### config.mk
export PLATFORM = sky130hd
export DESIGN_NAME = pace_interval_timer
export DESIGN_NICKNAME = d
export VERILOG_FILES = /design/src/rtl/pace_pkg.sv /design/src/rtl/pace_div_latch.sv /design/src/rtl/pace_dsm_accum.sv /design/src/rtl/pace_down_counter.sv /design/src/rtl/pace_interval_timer.sv
export SDC_FILE = /design/constraint.sdc
export NUM_CORES = 1
export LEC_CHECK = 0
export ABC_AREA = 1
export BUFFER_PORTS_ARGS = -buffer_cell sky130_fd_sc_hd__buf_2
export CORE_MARGIN = 1
export CORE_UTILIZATION = 63
export CTS_CLUSTER_SIZE = 10
export DETAILED_ROUTE_END_ITERATION = 7
export PLACE_DENSITY = 0.84
export SLEW_MARGIN = 30
export SYNTH_ARGS = -nofsm -noshare
export SYNTH_HDL_FRONTEND = slang
export SYNTH_SLANG_ARGS = --single-unit
### constraint.sdc
create_clock -name clk -period 7.7 [get_ports clk]
set_input_delay 2.31 -clock clk [delete_from_list [all_inputs] [get_ports clk]]
set_output_delay 2.31 -clock clk [all_outputs]
set_load 0.03 [all_outputs]
### src/rtl/pace_pkg.sv
package pace_pkg;
   localparam int unsigned PACE_WHOLE_W_DEF = 16;
   localparam int unsigned PACE_FRAC_W_DEF  = 8;

   typedef enum logic {
      PH_IDLE = 1'b0,
      PH_RUN  = 1'b1
   } pace_phase_e;
endpackage

### src/rtl/pace_div_latch.sv
module pace_div_latch #(
   parameter int unsigned WHOLE_W = 16,
   parameter int unsigned FRAC_W  = 8,
   localparam int unsigned WORD_W = WHOLE_W + FRAC_W
) (
   input  logic               clk,
   input  logic               rst_n,
   input  logic               wr_i,
   input  logic [WORD_W-1:0]  word_i,
   output logic [WHOLE_W-1:0] whole_o,
   output logic [FRAC_W-1:0]  frac_o
);
   // Field split: fraction occupies the low bits, whole part above it.
   always_ff @(posedge clk) begin
      if (!rst_n) begin
         whole_o <= '0;
         frac_o  <= '0;
      end else if (wr_i) begin
         whole_o <= word_i[WORD_W-1:FRAC_W];
         frac_o  <= word_i[FRAC_W-1:0];
      end
   end
endmodule

### src/rtl/pace_dsm_accum.sv
module pace_dsm_accum #(
   parameter int unsigned FRAC_W = 8
) (
   input  logic              clk,
   input  logic              rst_n,
   input  logic              clr_i,
   input  logic              step_i,
   input  logic [FRAC_W-1:0] frac_i,
   output logic              carry_o
);
   logic [FRAC_W-1:0] acc_q;
   logic [FRAC_W:0]   sum;

   assign sum     = {1'b0, acc_q} + {1'b0, frac_i};
   assign carry_o = step_i & sum[FRAC_W];

   always_ff @(posedge clk) begin
      if (!rst_n || clr_i) acc_q <= '0;
      else if (step_i)     acc_q <= sum[FRAC_W-1:0];
   end
endmodule

### src/rtl/pace_down_counter.sv
module pace_down_counter #(
   parameter int unsigned CNT_W = 17
) (
   input  logic             clk,
   input  logic             rst_n,
   input  logic             clr_i,
   input  logic             load_i,
   input  logic [CNT_W-1:0] load_val_i,
   output logic             zero_o
);
   logic [CNT_W-1:0] cnt_q;

   assign zero_o = (cnt_q == '0);

   always_ff @(posedge clk) begin
      if (!rst_n || clr_i) cnt_q <= '0;
      else if (load_i)     cnt_q <= load_val_i;
      else if (!zero_o)    cnt_q <= cnt_q - 1'b1;
   end
endmodule

### src/rtl/pace_interval_timer.sv
module pace_interval_timer
   import pace_pkg::*;
#(
   parameter int unsigned WHOLE_W = PACE_WHOLE_W_DEF,
   parameter int unsigned FRAC_W  = PACE_FRAC_W_DEF,
   localparam int unsigned WORD_W = WHOLE_W + FRAC_W,
   localparam int unsigned CNT_W  = WHOLE_W + 1
) (
   input  logic              clk,
   input  logic              rst_n,
   input  logic [WORD_W-1:0] div_word_i,
   input  logic              div_wr_i,
   input  logic              run_en_i,
   output logic              tick_o
);
   // Elaboration-time parameter checks
   generate
      if (WHOLE_W < 1 || WHOLE_W > 31) begin : g_bad_whole
         $error("pace_interval_timer: WHOLE_W must be 1..31");
      end
      if (FRAC_W < 1 || FRAC_W > 16) begin : g_bad_frac
         $error("pace_interval_timer: FRAC_W must be 1..16");
      end
   endgenerate

   logic [WHOLE_W-1:0] whole_q;
   logic [FRAC_W-1:0]  frac_q;
   pace_phase_e        phase_q;
   logic               restart;
   logic               step;
   logic               carry;
   logic               cnt_zero;
   logic [CNT_W-1:0]   reload;

   pace_div_latch #(.WHOLE_W(WHOLE_W), .FRAC_W(FRAC_W)) u_latch (
      .clk     (clk),
      .rst_n   (rst_n),
      .wr_i    (div_wr_i),
      .word_i  (div_word_i),
      .whole_o (whole_q),
      .frac_o  (frac_q)
   );

   assign restart = !run_en_i || div_wr_i;

   always_ff @(posedge clk) begin
      if (!rst_n)       phase_q <= PH_IDLE;
      else if (restart) phase_q <= PH_IDLE;
      else              phase_q <= PH_RUN;
   end

   assign tick_o = (phase_q == PH_RUN) && cnt_zero;
   assign step   = tick_o && !restart;

   pace_dsm_accum #(.FRAC_W(FRAC_W)) u_accum (
      .clk     (clk),
      .rst_n   (rst_n),
      .clr_i   (restart),
      .step_i  (step),
      .frac_i  (frac_q),
      .carry_o (carry)
   );

   assign reload = CNT_W'(whole_q) + CNT_W'(carry);

   pace_down_counter #(.CNT_W(CNT_W)) u_count (
      .clk        (clk),
      .rst_n      (rst_n),
      .clr_i      (restart),
      .load_i     (step),
      .load_val_i (reload),
      .zero_o     (cnt_zero)
   );

   // Guarding properties
   assert_first_tick_R2: assert property (@(posedge clk) disable iff (!rst_n)
      ($rose(run_en_i) && !div_wr_i) |=> tick_o);

   assert_idle_quiet_R6: assert property (@(posedge clk) disable iff (!rst_n)
      !run_en_i |=> !tick_o);

   assert_write_gap_R7: assert property (@(posedge clk) disable iff (!rst_n)
      div_wr_i |=> !tick_o);

   assert_single_pulse_R9: assert property (@(posedge clk) disable iff (!rst_n)
      (tick_o && run_en_i && !div_wr_i && whole_q != '0) |=> !tick_o);

   assert_every_cycle_R5: assert property (@(posedge clk) disable iff (!rst_n)
      (tick_o && run_en_i && !div_wr_i && whole_q == '0 && frac_q == '0) |=> tick_o);
endmodule

### After elaboration in Yosys (flattened, before gate mapping)

Index checks and enable logic that the tools add are counted.

* $add $sub $neg: 3
* equality and inequality tests: 1
* multiplexer cells: 3
* bitwise logic cells: 1
* reductions and logical operators: 8

Operator list (count)
* 17-bit 2-to-1 mux: 2
* 16-bit by 1-bit adder with 17-bit output: 1
* 17-bit zero test: 1
* 17-bit by 1-bit subtractor with 17-bit output, second input constant: 1
* 8-bit by 8-bit adder with 9-bit output: 1
* 1-bit zero test: 3
* 1-bit logical AND: 2
* 1-bit logical OR: 2
* 2-bit by 1-bit != test with 1-bit output, second input constant: 1
* 1-bit AND: 1
* 1-bit 2-to-1 mux: 1

* register bits: 50
* bits of input ports: 28

### Longest topological paths before layout

Gate-level depths: netlist of run 1.

* depth after elaboration: 7
* depth in mapped cells: 21

### Cells and area by module

From an unflattened synthesis of run 1, not the netlist that was laid out.

* cell total of the unflattened synthesis: 536
* area total of the unflattened synthesis: 3306.9 µm²

By module, submodules not included
* pace_down_counter: times used 1, cells an instance 192, area each 1178.6 µm², sequential area each 340.3 µm²
* pace_div_latch: times used 1, cells an instance 151, area each 980.9 µm², sequential area each 480.5 µm²
* pace_dsm_accum: times used 1, cells an instance 110, area each 693.2 µm², sequential area each 160.2 µm²
* pace_interval_timer: times used 1, cells an instance 83, area each 454.2 µm², sequential area each 20.0 µm²

### Worst setup path before layout of run 1

OpenSTA, ideal clock, no wires.

* path type: input to register
* start point: in div_wr_i
* end point: reg u_count.cnt_q[6]
* setup time: 109 ps
* arrival time: 4079 ps
* required time: 7591 ps
* slack: 3512 ps
* cell stages on the path: 16
* buffers on the path: 1
* cells stage by stage: inv_2 > nand2_8 > inv_1 > nand4_4 > buf_6 > nor2_1 > ha_1 > ha_1 > nand3_1 > nor2_1 > nand2_1 > xor2_1 > nand2_1 > nand3_1 > nand2_1 > inv_1

* word-level cells in the longest chain between the ends: 6
* elaborated cells between the ends (all ways): 8

RTL lines
* start: declaration: RTL line pace_interval_timer.sv:12 `input logic div_wr_i,`
* 1-bit logical OR *: RTL line pace_interval_timer.sv:44 `assign restart = !run_en_i || div_wr_i;`
* 1-bit zero test: RTL line pace_interval_timer.sv:53 `assign step = tick_o && !restart;`
* 1-bit logical AND: RTL line pace_interval_timer.sv:53
* 1-bit AND: RTL line pace_dsm_accum.sv:15 `assign carry_o = step_i & sum[FRAC_W];`
* 16-bit by 1-bit adder with 17-bit output: RTL line pace_interval_timer.sv:64 `assign reload = CNT_W'(whole_q) + CNT_W'(carry);`
* 17-bit 2-to-1 mux: RTL line pace_down_counter.sv:17 `else if (load_i) cnt_q <= load_val_i;`
* end signal: assignment: RTL line pace_down_counter.sv:17
* end signal: assignment: RTL line pace_down_counter.sv:18 `else if (!zero_o) cnt_q <= cnt_q - 1'b1;`
* end: declaration: RTL line pace_down_counter.sv:11 `logic [CNT_W-1:0] cnt_q;`

Every way passes the cells marked *; elsewhere a longest branch is shown, timed or not.
A chain may end at the register's enable or synchronous reset.

### Worst setup path in the final report of run 1

* start point: in div_wr_i
* end point: reg u_count.cnt_q[7]

Same word-level chain as after synthesis.

==> results_dict.tcl, run 1 <==
set metrics [dict create \
    htree_levels 2 \
    cp_max_fo 37 \
    avgViaCountPerCell 5.22 \
    final_nets 522 \
    setup_tns_ns 0 \
    async_reset_ff_share_pct 0 \
    ys_types 38 \
    clock_skew_ns 0.00847 \
    insertion_delay_ns 0.31 \
    dieArea_mm2 0.00516 \
    postCtsSetupBuffers 0 \
    syn_to_final_growth_pct 8.51 \
    rsz0062_at_grt "no" \
    holdBufCountCts 0 \
    clk_pin_slew_ns 0.09 \
    power_density_mw_per_mm2 483 \
    die_h_um 71.8 \
    die_width_um 71.8 \
    drt_pass1_iterations 5 \
    track_usage_pct 27.9 \
    crit_type "in2reg" \
    critPathArrivalTime_ns 4.92 \
    rr_worst_depth 16 \
    layout_common_cells "nand2_1 (104), nor2_1 (73), inv_1 (51)" \
    antenna_found_initial 0 \
    yosysSeqAreaShare_pct 32.6 \
    post_cts_resized 0 \
    relSlewSlack_pct 53.1 \
    dp_slack_ns 2.76 \
    min_period_ns 4.66 \
    synth_cells 455 \
    tightestPinTransition_ns 0.702 \
    startpoint_type "primary input" \
    clock-sinks 50 \
    root_buffer "clkbuf_8" \
    drv_slew 0 \
    synth_top_cell_area_share_pct 32.6 \
    grt_first_pass_wirelength_mm 11.3 \
    finalSetupViolations 0 \
    ys_top_cells_by_area "dfxtp_1 (33%), nand2_1 (13%), nor2_1 (9.0%), o21ai_0 (7.0%), inv_1 (6.2%)" \
    setup_ws_ns 3.04 \
    synth_top_flop_cell "dfxtp_1" \
    critical-path-top-delay-family "simple AND/OR/NAND/NOR gates" \
    syn-num-nets 496 \
    syn_area_per_cell_um2 6.75 \
    ir_worst_vdd_uv 215 \
    drt_iter0_drc 252 \
    grt_max_degree 38 \
    num_rows 25 \
    required_ns 7.96 \
    yosysWarnings 0 \
    crit_path_top_delay_cell "inv_2" \
    grt_pass1_vias 2557 \
    final_common_cell "nand2_1" \
    overflow 0 \
    yosys_register_bits 50 \
    finalHoldViolCount 0 \
    routabilityCongestion 0.848 \
    timing.critical_path.buf_inv 5 \
    cts_buffer_depth 2 \
    syn_area_mm2 0.00307 \
    synth_top_cell_by_area "dfxtp_1" \
    hp-class "reg2reg" \
    cap_violations 0 \
    ioPinCount 29 \
    cts_inserted_buffers 5 \
    max_freq_mhz 215 \
    drive_above_1_share_pct 11.8 \
    crit_path_end_kind "flop" \
    dp_hpwl_mm 5.19 \
    synth-edff-count 0 \
    worstPathCellList "buf_2 -> inv_2 -> nand2_8 -> inv_1 -> nand4_4 -> nor2_1 -> ha_1 -> inv_1 -> nor2_1 -> nand2_1 -> nor2_1 -> xor2_1 -> nand2_1 -> nand3_1 -> nand2_1 -> inv_1" \
    cts_tree "done" \
    status "completed" \
    period_share_pct 60.5 \
    diodes 0 \
    leakage_nw 1.69 \
    coreArea_mm2 0.00472 \
    cp.depth 16 \
    holdPathStages 2 \
    via_count 2864 \
    avgRoutedWirePerCell_um 12.2 \
    postRouteAntennaNets 0 \
    routed_wl_mm 6.67 \
    cpPeakStageDelay_ns 0.45 \
    start_util_pct 65.1 \
    drc 0 \
    port_buffers 28 \
]
## state kept, by name (all words and copies together), names as in the netlist
name and cells:
phase_q 1, u_accum.acc_q 8, u_count.cnt_q 17, u_latch.frac_o 8
u_latch.whole_o 16
## final cells by class
type	instances	area, µm²
Clock buffer	5	68.8
Clock inverter	3	25.0
Fill cell	416	1390
Inverter	52	195
Multi-Input combinational cell	344	1820
Sequential cell	50	1000
Tap cell	67	83.8
Timing Repair Buffer	28	140
## Yosys cell counts (2+ instances only)
| library cell | n |
|---|---|
| nor2_1 | 74 |
| nand3b_1 | 4 |
| nand3_1 | 24 |
| nand2_2 | 3 |
| nor2_2 | 4 |
| o21ai_1 | 2 |
| xor2_1 | 12 |
| nand2_1 | 104 |
| nor3_1 | 5 |
| xnor2_1 | 5 |
| a21oi_2 | 2 |
| nor2_4 | 3 |
| dfxtp_1 | 50 |
| inv_1 | 51 |
| a21oi_1 | 25 |
| clkbuf_1 | 6 |
| o21ai_0 | 43 |
| nand4_1 | 7 |
| ha_1 | 12 |
## logic make-up after synthesis
kind of cell | after synthesis | share of synthesized area, %
AND/OR/NAND/NOR | 236 | 35.3
flip-flops | 50 | 32.6
XOR/XNOR | 17 | 4.85
adder cells (fa/ha/maj) | 13 | 5.54
buffers and inverters | 61 | 8.27
AO/OA/AOI/OAI | 78 | 13.4
## worst paths after layout
kind,start,to,slack (ns)
worst min-delay path,u_count.cnt_q[5]$_SDFFE_PP0P_,u_count.cnt_q[5]$_SDFFE_PP0P_,0.51
worst min register to register,u_count.cnt_q[5]$_SDFFE_PP0P_,u_count.cnt_q[5]$_SDFFE_PP0P_,0.51
worst max register to register,u_count.cnt_q[0]$_SDFFE_PP0P_,u_count.cnt_q[7]$_SDFFE_PP0P_,4.90
worst max-delay path,div_wr_i,u_count.cnt_q[7]$_SDFFE_PP0P_,3.04
## per-layer routing
layer	share of wire [%]	track usage, %
met1	52	40.5
met5	0	0
met3	4.0	4.22
met4	1.1	8.50
met2	43	42.7
## tightest hold or removal path: cells and delay by family, from the launching register on
family / cells / cell delay [ns]
AO/OA/AOI/OAI: 1 / 0.06
AND/OR/NAND/NOR: 1 / 0.07
flip-flops: 1 / 0.34
## stage by stage
| step | utilization, % | cell area, µm² | instances | power [mW] | hold slack [ns] |
|---|---|---|---|---|---|
| 5_1_grt | 70.6 | 3330 | 549 | 1.76 | 0.538 |
| 4_1_cts | 70.6 | 3330 | 549 | 1.60 | 0.506 |
| 6_report | 70.6 | 3330 | 549 | 1.61 | 0.506 |
| 3_3_place_gp | 68.6 | 3240 | 541 | 1.42 | 0.463 |
| 3_5_place_dp | 68.6 | 3240 | 541 | 1.43 | 0.492 |
| 2_1_floorplan | - | 3070 | 455 | 1.22 | 0.443 |
## report_power, final
part	internal (mW)	switching [mW]	total [mW]
clock	0.0658	0.0956	0.161
combinational	0.380	0.716	1.10
sequential	0.306	0.0473	0.353
total	0.751	0.859	1.61
Power figures use the tool's default switching activity.
==> run 2: changes to the inputs <==
CORE_UTILIZATION = 54   (was 63)
PLACE_DENSITY = 0.77   (was 0.84)
clock period = 4 ns   (was 7.7 ns; I/O delays follow)
==> results_dict.tcl, run 2 (same netlist as run 1, synthesis figures left out) <==
set metrics [dict create \
    fillers 527 \
    largest_register_ffs 17 \
    dp.cells 548 \
    die_width_um 77.4 \
    rsz0062_at_grt "no" \
    via_count 2835 \
    cts_inserted_buffers 5 \
    max_freq_mhz 315 \
    drive_above_1_share_pct 12.0 \
    setup_tns_ns 0 \
    top_register "u_count.cnt_q" \
    drv_slew 0 \
    crit_path_end_kind "flop" \
    drc 0 \
    cp_max_fo 16 \
    sw_frac_of_total_pct 50.9 \
    insertion_delay_ns 0.31 \
    cap_violations 0 \
    final_nets 524 \
    die_h_um 77.4 \
    reg.largest.list "u_count.cnt_q: 17 flops, u_latch.whole_o: 16 flops" \
    layout.cells.non_filler 556 \
    switchingPower_mw 1.63 \
    leakage_nw 1.72 \
    start_util_pct 55.8 \
    power_frac_comb_pct 65.4 \
    grt_use_met2_pct 37.3 \
    p_seq_share_pct 21.2 \
    post_cts_resized 0 \
    cts_tree "done" \
    required_ns 4.24 \
    final_common_cell "nand2_1" \
    met3_usage_pct 4.12 \
    dieArea_mm2 0.00600 \
    critPathArrivalTime_ns 3.41 \
    clkPwrFrac_pct 13.3 \
    drt_pass1_iterations 5 \
    use_met1_pct 33.1 \
    grt_max_degree 37 \
    ioPinCount 29 \
    holdBufCountCts 0 \
    crit_type "in2reg" \
    finalHoldViolCount 0 \
    antenna_found_initial 0 \
    power_density_mw_per_mm2 943 \
    grt_first_pass_wirelength_mm 11.5 \
    clock_skew_ns 0.00920 \
    internal_power_mw 1.57 \
    num_rows 27 \
    hold_slack_ns 0.493 \
    rrSetupSlack_ns 1.19 \
    diodes 0 \
    postCtsSetupBuffers 0 \
    grt-busiest-layer "met2" \
    dp_hpwl_mm 5.13 \
    post-route-util_pct 61.7 \
    startpoint_type "primary input" \
    overflow 0 \
    multiInputGateArea_mm2 0.00182 \
    avgRoutedWirePerCell_um 12.1 \
    cts_buffer_depth 2 \
    syn_to_final_growth_pct 10.5 \
    finalSetupViolations 0 \
    period_share_pct 79.4 \
    seqCellArea_mm2 0.00100 \
    routabilityCongestion 0.867 \
    port_buffers 28 \
    status "completed" \
    grt_pass1_vias 2575 \
    drt_iter0_drc 204 \
    clock-sinks 50 \
    setup_ws_ns 0.824 \
    htree_levels 2 \
    routed_wl_mm 6.73 \
    dp_slack_ns 0.521 \
    ir_worst_vdd_uv 451 \
    clk_pin_slew_ns 0.10 \
    min_period_ns 3.18 \
    root_buffer "clkbuf_8" \
    layout_common_cells "nand2_1 (104), nor2_1 (74), inv_1 (51)" \
    hp-class "reg2reg" \
    tightestPinTransition_ns 0.450 \
    relSlewSlack_pct 69.9 \
    avgViaCountPerCell 5.10 \
    coreArea_mm2 0.00551 \
    track_usage_pct 24.1 \
    postRouteAntennaNets 0 \
]
## run 2: area by class of cell
type / count / area share, %
inverter: 52 / 5.75
clock buffer: 5 / 2.03
sequential: 50 / 29.5
multi-input combinational: 344 / 53.5
timing repair buffer: 30 / 4.57
clock inverter: 3 / 2.03
tap: 72 / 2.65
## run 2: metal layers
metal	up-vias	routed length (µm)
met1	1227	3420
li1	1522	-
met2	76	2930
met3	10	282
met5	-	0
met4	0	98
## run 2: per-stage QoR
step | instance area, µm² | total power, mW
2_1_floorplan | 3070 | 2.35
3_3_place_gp | 3260 | 2.73
3_5_place_dp | 3260 | 2.75
4_1_cts | 3400 | 3.20
5_1_grt | 3400 | 3.50
6_report | 3400 | 3.20
## run 2: power groups by stage
stage	clock network [mW]	logic, mW	registers, mW
after global routing	0.463	2.34	0.696
after detailed placement	0	2.06	0.691
after floorplan	0	1.68	0.663
final	0.427	2.09	0.680
after CTS	0.436	2.08	0.679
after global placement	0	2.04	0.690
## run 2: critical path: stages
cell and delay [ns]:
buf_2 0.16, inv_2 0.12, nand2_8 0.09, inv_1 0.10
nand4_4 0.26, nor2_1 0.18, ha_1 0.19, ha_1 0.19
nand3_1 0.14, nor2_1 0.23, nand2_1 0.13, o21ai_0 0.19
a21oi_1 0.09, nor3_1 0.15
## run 2: final timing paths
check,start,end,depth (start not counted)
max,div_wr_i,u_count.cnt_q[8]$_SDFFE_PP0P_,14
max reg2reg,u_count.cnt_q[0]$_SDFFE_PP0P_,u_count.cnt_q[8]$_SDFFE_PP0P_,14
min reg2reg,u_accum.acc_q[0]$_SDFFE_PP0N_,u_accum.acc_q[0]$_SDFFE_PP0N_,2
min,u_accum.acc_q[0]$_SDFFE_PP0N_,u_accum.acc_q[0]$_SDFFE_PP0N_,2
==> run 3: changes to the inputs <==
ABC_AREA = 0   (was 1)
CORE_UTILIZATION = 53   (was 54)
PLACE_DENSITY = 0.76   (was 0.77)
clock period = 2.8 ns   (was 4 ns; I/O delays follow)
==> results_dict.tcl, run 3 <==
set metrics [dict create \
    drt_pass1_iterations 4 \
    grt_first_pass_wirelength_mm 9.65 \
    synth_compound_area_share_pct 12.6 \
    seqCellArea_mm2 0.00101 \
    coreArea_mm2 0.00488 \
    overflow 0 \
    routabilityCongestion 0.877 \
    track_usage_pct 22.8 \
    status "completed" \
    final_nets 389 \
    leakage_nw 1.39 \
    ys_types 48 \
    hold_slack_ns 0.483 \
    layout.cells.non_filler 416 \
    synth_top_cell_by_area "dfxtp_1" \
    total_power_mw 3.98 \
    period_share_pct 97.4 \
    dp.cells 404 \
    yosysSeqAreaShare_pct 36.1 \
    synth_top_family_by_area "simple AND/OR/NAND/NOR gates" \
    relSlewSlack_pct 69.0 \
    finalHoldViolCount 0 \
    syn_area_per_cell_um2 9.13 \
    synth-simple-area-share_pct 23.9 \
    synth_top_flop_cell "dfxtp_1" \
    ioPinCount 29 \
    hp-class "reg2reg" \
    yosysWarnings 0 \
    max_freq_mhz 367 \
    drv_slew 0 \
    avgViaCountPerCell 5.55 \
    insertion_delay_ns 0.30 \
    synth.most_common_cell "dfxtp_1" \
    rsz0062_at_grt "yes" \
    fillers 400 \
    dp_hpwl_mm 4.32 \
    drive_above_1_share_pct 25.2 \
    cts_buffer_depth 2 \
    rr_worst_depth 16 \
    drt_iter0_drc 150 \
    drc 0 \
    die_width_um 74.4 \
    synth-edff-count 0 \
    clock_skew_ns 0.00961 \
    rrSetupSlack_ns 0.08 \
    crit_type "reg2out" \
    synth_top_cell_area_share_pct 36.1 \
    startpoint_type "flop" \
    crit_path_end_kind "output port" \
    yosys_register_bits 50 \
    syn_to_final_growth_pct 18.8 \
    ir_worst_vdd_uv 970 \
    grt_max_degree 26 \
    cap_violations 0 \
    ys_top_cells_by_area "dfxtp_1 (36%), mux2i_1 (9.0%), nor2b_1 (6.1%), ha_1 (5.4%), xnor2_1 (4.4%)" \
    cpPeakStageDelay_ns 0.36 \
    antenna_found_initial 0 \
    holdPathStages 1 \
    start_util_pct 56.9 \
    die_h_um 74.4 \
    finalSetupViolations 0 \
    clock-sinks 50 \
    htree_levels 2 \
    min_to "u_count.cnt_q[0]$_SDFFE_PP0P_" \
    largest_register_ffs 17 \
    reg.largest.list "u_count.cnt_q: 17 flops, u_latch.whole_o: 16 flops" \
    diodes 0 \
    avgRoutedWirePerCell_um 14.7 \
    postRouteAntennaNets 0 \
    root_buffer "clkbuf_8" \
    async_reset_ff_share_pct 0 \
    critPathArrivalTime_ns 1.89 \
    required_ns 1.96 \
    reg2reg_from "u_latch.frac_o[0]$_SDFFE_PN0P_" \
    cts_tree "done" \
    port_buffers 28 \
    critical-path-top-delay-family "simple AND/OR/NAND/NOR gates" \
    grt_pass1_vias 2093 \
    timing.critical_path.buf_inv 3 \
    layout_common_cells "dfxtp_1 (46), buf_2 (27), nor2b_1 (26)" \
    clk_pin_slew_ns 0.09 \
    worstPathCellList "nor4_4 -> nand3_2 -> nor2_4 -> buf_4 -> nand2_1 -> inv_2 -> buf_6" \
    cts_inserted_buffers 5 \
    synthMuxAreaShare_pct 9.42 \
    dieArea_mm2 0.00553 \
    yosys.area_share.xor_xnor_pct 8.52 \
    synth-adder-area-share_pct 6.13 \
    num_rows 25 \
    min_period_ns 2.73 \
    holdBufCountCts 0 \
    min_from "u_count.cnt_q[0]$_SDFFE_PP0P_" \
    ys_top_cells_by_count "dfxtp_1 (50), nor2b_1 (27), mux2i_1 (25), nor2_1 (25), nand2_1 (22)" \
    synth_cells 304 \
    cp.depth 7 \
    via_count 2310 \
    final_common_cell "dfxtp_1" \
    reg2reg_to "u_count.cnt_q[8]$_SDFFE_PP0P_" \
    power_density_mw_per_mm2 1210 \
    syn_area_mm2 0.00278 \
    top_register "u_count.cnt_q" \
    tightestPinTransition_ns 0.465 \
    multiInputGateArea_mm2 0.00178 \
    crit_path_top_delay_cell "dfxtp_1" \
    cp_max_fo 6 \
    syn-num-nets 345 \
    routed_wl_mm 6.12 \
]
==> run 3: cell count changes after synthesis, moves of 9 or more <==
cell     delta
inv_1      -44
mux2i_1    +25
nand2_1    -82
nand3_1    -18
nor2_1     -49
nor2b_1    +27
o21ai_0    -35
xnor2_1     +9
==> run 3: worst max path at each step <==
stage | start | end | slack (ns)
floorplan | u_latch.frac_o[0]$_SDFFE_PN0P_ | u_count.cnt_q[10]$_SDFFE_PP0P_ | -0.005
global placement | u_latch.frac_o[0]$_SDFFE_PN0P_ | u_count.cnt_q[8]$_SDFFE_PP0P_ | -0.09
detailed placement | u_latch.frac_o[0]$_SDFFE_PN0P_ | u_count.cnt_q[8]$_SDFFE_PP0P_ | -0.15
CTS | u_latch.frac_o[0]$_SDFFE_PN0P_ | u_count.cnt_q[8]$_SDFFE_PP0P_ | -0.004
global route | u_accum.acc_q[0]$_SDFFE_PP0N_ | u_count.cnt_q[8]$_SDFFE_PP0P_ | -0.07
finish | u_count.cnt_q[14]$_SDFFE_PP0P_ | tick_o | 0.07
==> run 3: stage by stage <==
| step | area (µm²) | setup WS [ns] | TNS, ns | util (%) |
|---|---|---|---|---|
| final | 3300 | 0.0735 | 0 | 67.5 |
| after detailed placement | 3050 | -0.148 | -0.443 | 62.6 |
| after floorplan | 2780 | -0.00538 | -0.00538 | - |
| after global routing | 3300 | -0.0718 | -0.221 | 67.5 |
| after CTS | 3190 | -0.00437 | -0.00437 | 65.4 |
| after global placement | 3050 | -0.0883 | -0.176 | 62.6 |
==> run 3: timing repair <==
| action | CTS | global route |
|---|---|---|
| setup endpoints to repair | 8 | 13 |
| pin swaps | 2 | 14 |
| resized for setup | 6 | 19 |
| setup buffers | 1 | 3 |
==> run 3: cells by family (layout without fill, tap and decap cells) <==
family	after synthesis	count (layout)
xor gates and xnor gates	27	27
muxes	26	26
adders and majority gates	13	13
AOI/OAI and AO/OA	54	54
DFF	50	50
and+or+nand+nor	116	116
buffers and inverters	18	63
==> run 3: layout make-up <==
| cell class | count | share of cell area (%) |
|---|---|---|
| clock buffer | 7 | 2.32 |
| clock inverter | 1 | 0.911 |
| inverter | 8 | 0.911 |
| multi-input combinational | 236 | 54.0 |
| sequential | 50 | 30.5 |
| tap | 67 | 2.54 |
| timing repair buffer | 47 | 8.77 |
==> run 3: layer usage <==
metal	GRT usage [%]	wire, µm	share of wire [%]
met1	31.4	2870	47
met2	35.5	2790	46
met3	3.79	339	5.5
met4	9.01	117	1.9
met5	0	0	0
==> run 3: power breakdown <==
part	total [mW]	switching [mW]	internal [mW]
Sequential	0.997	0.159	0.837
Clock	0.505	0.237	0.268
Combinational	2.48	1.38	1.10
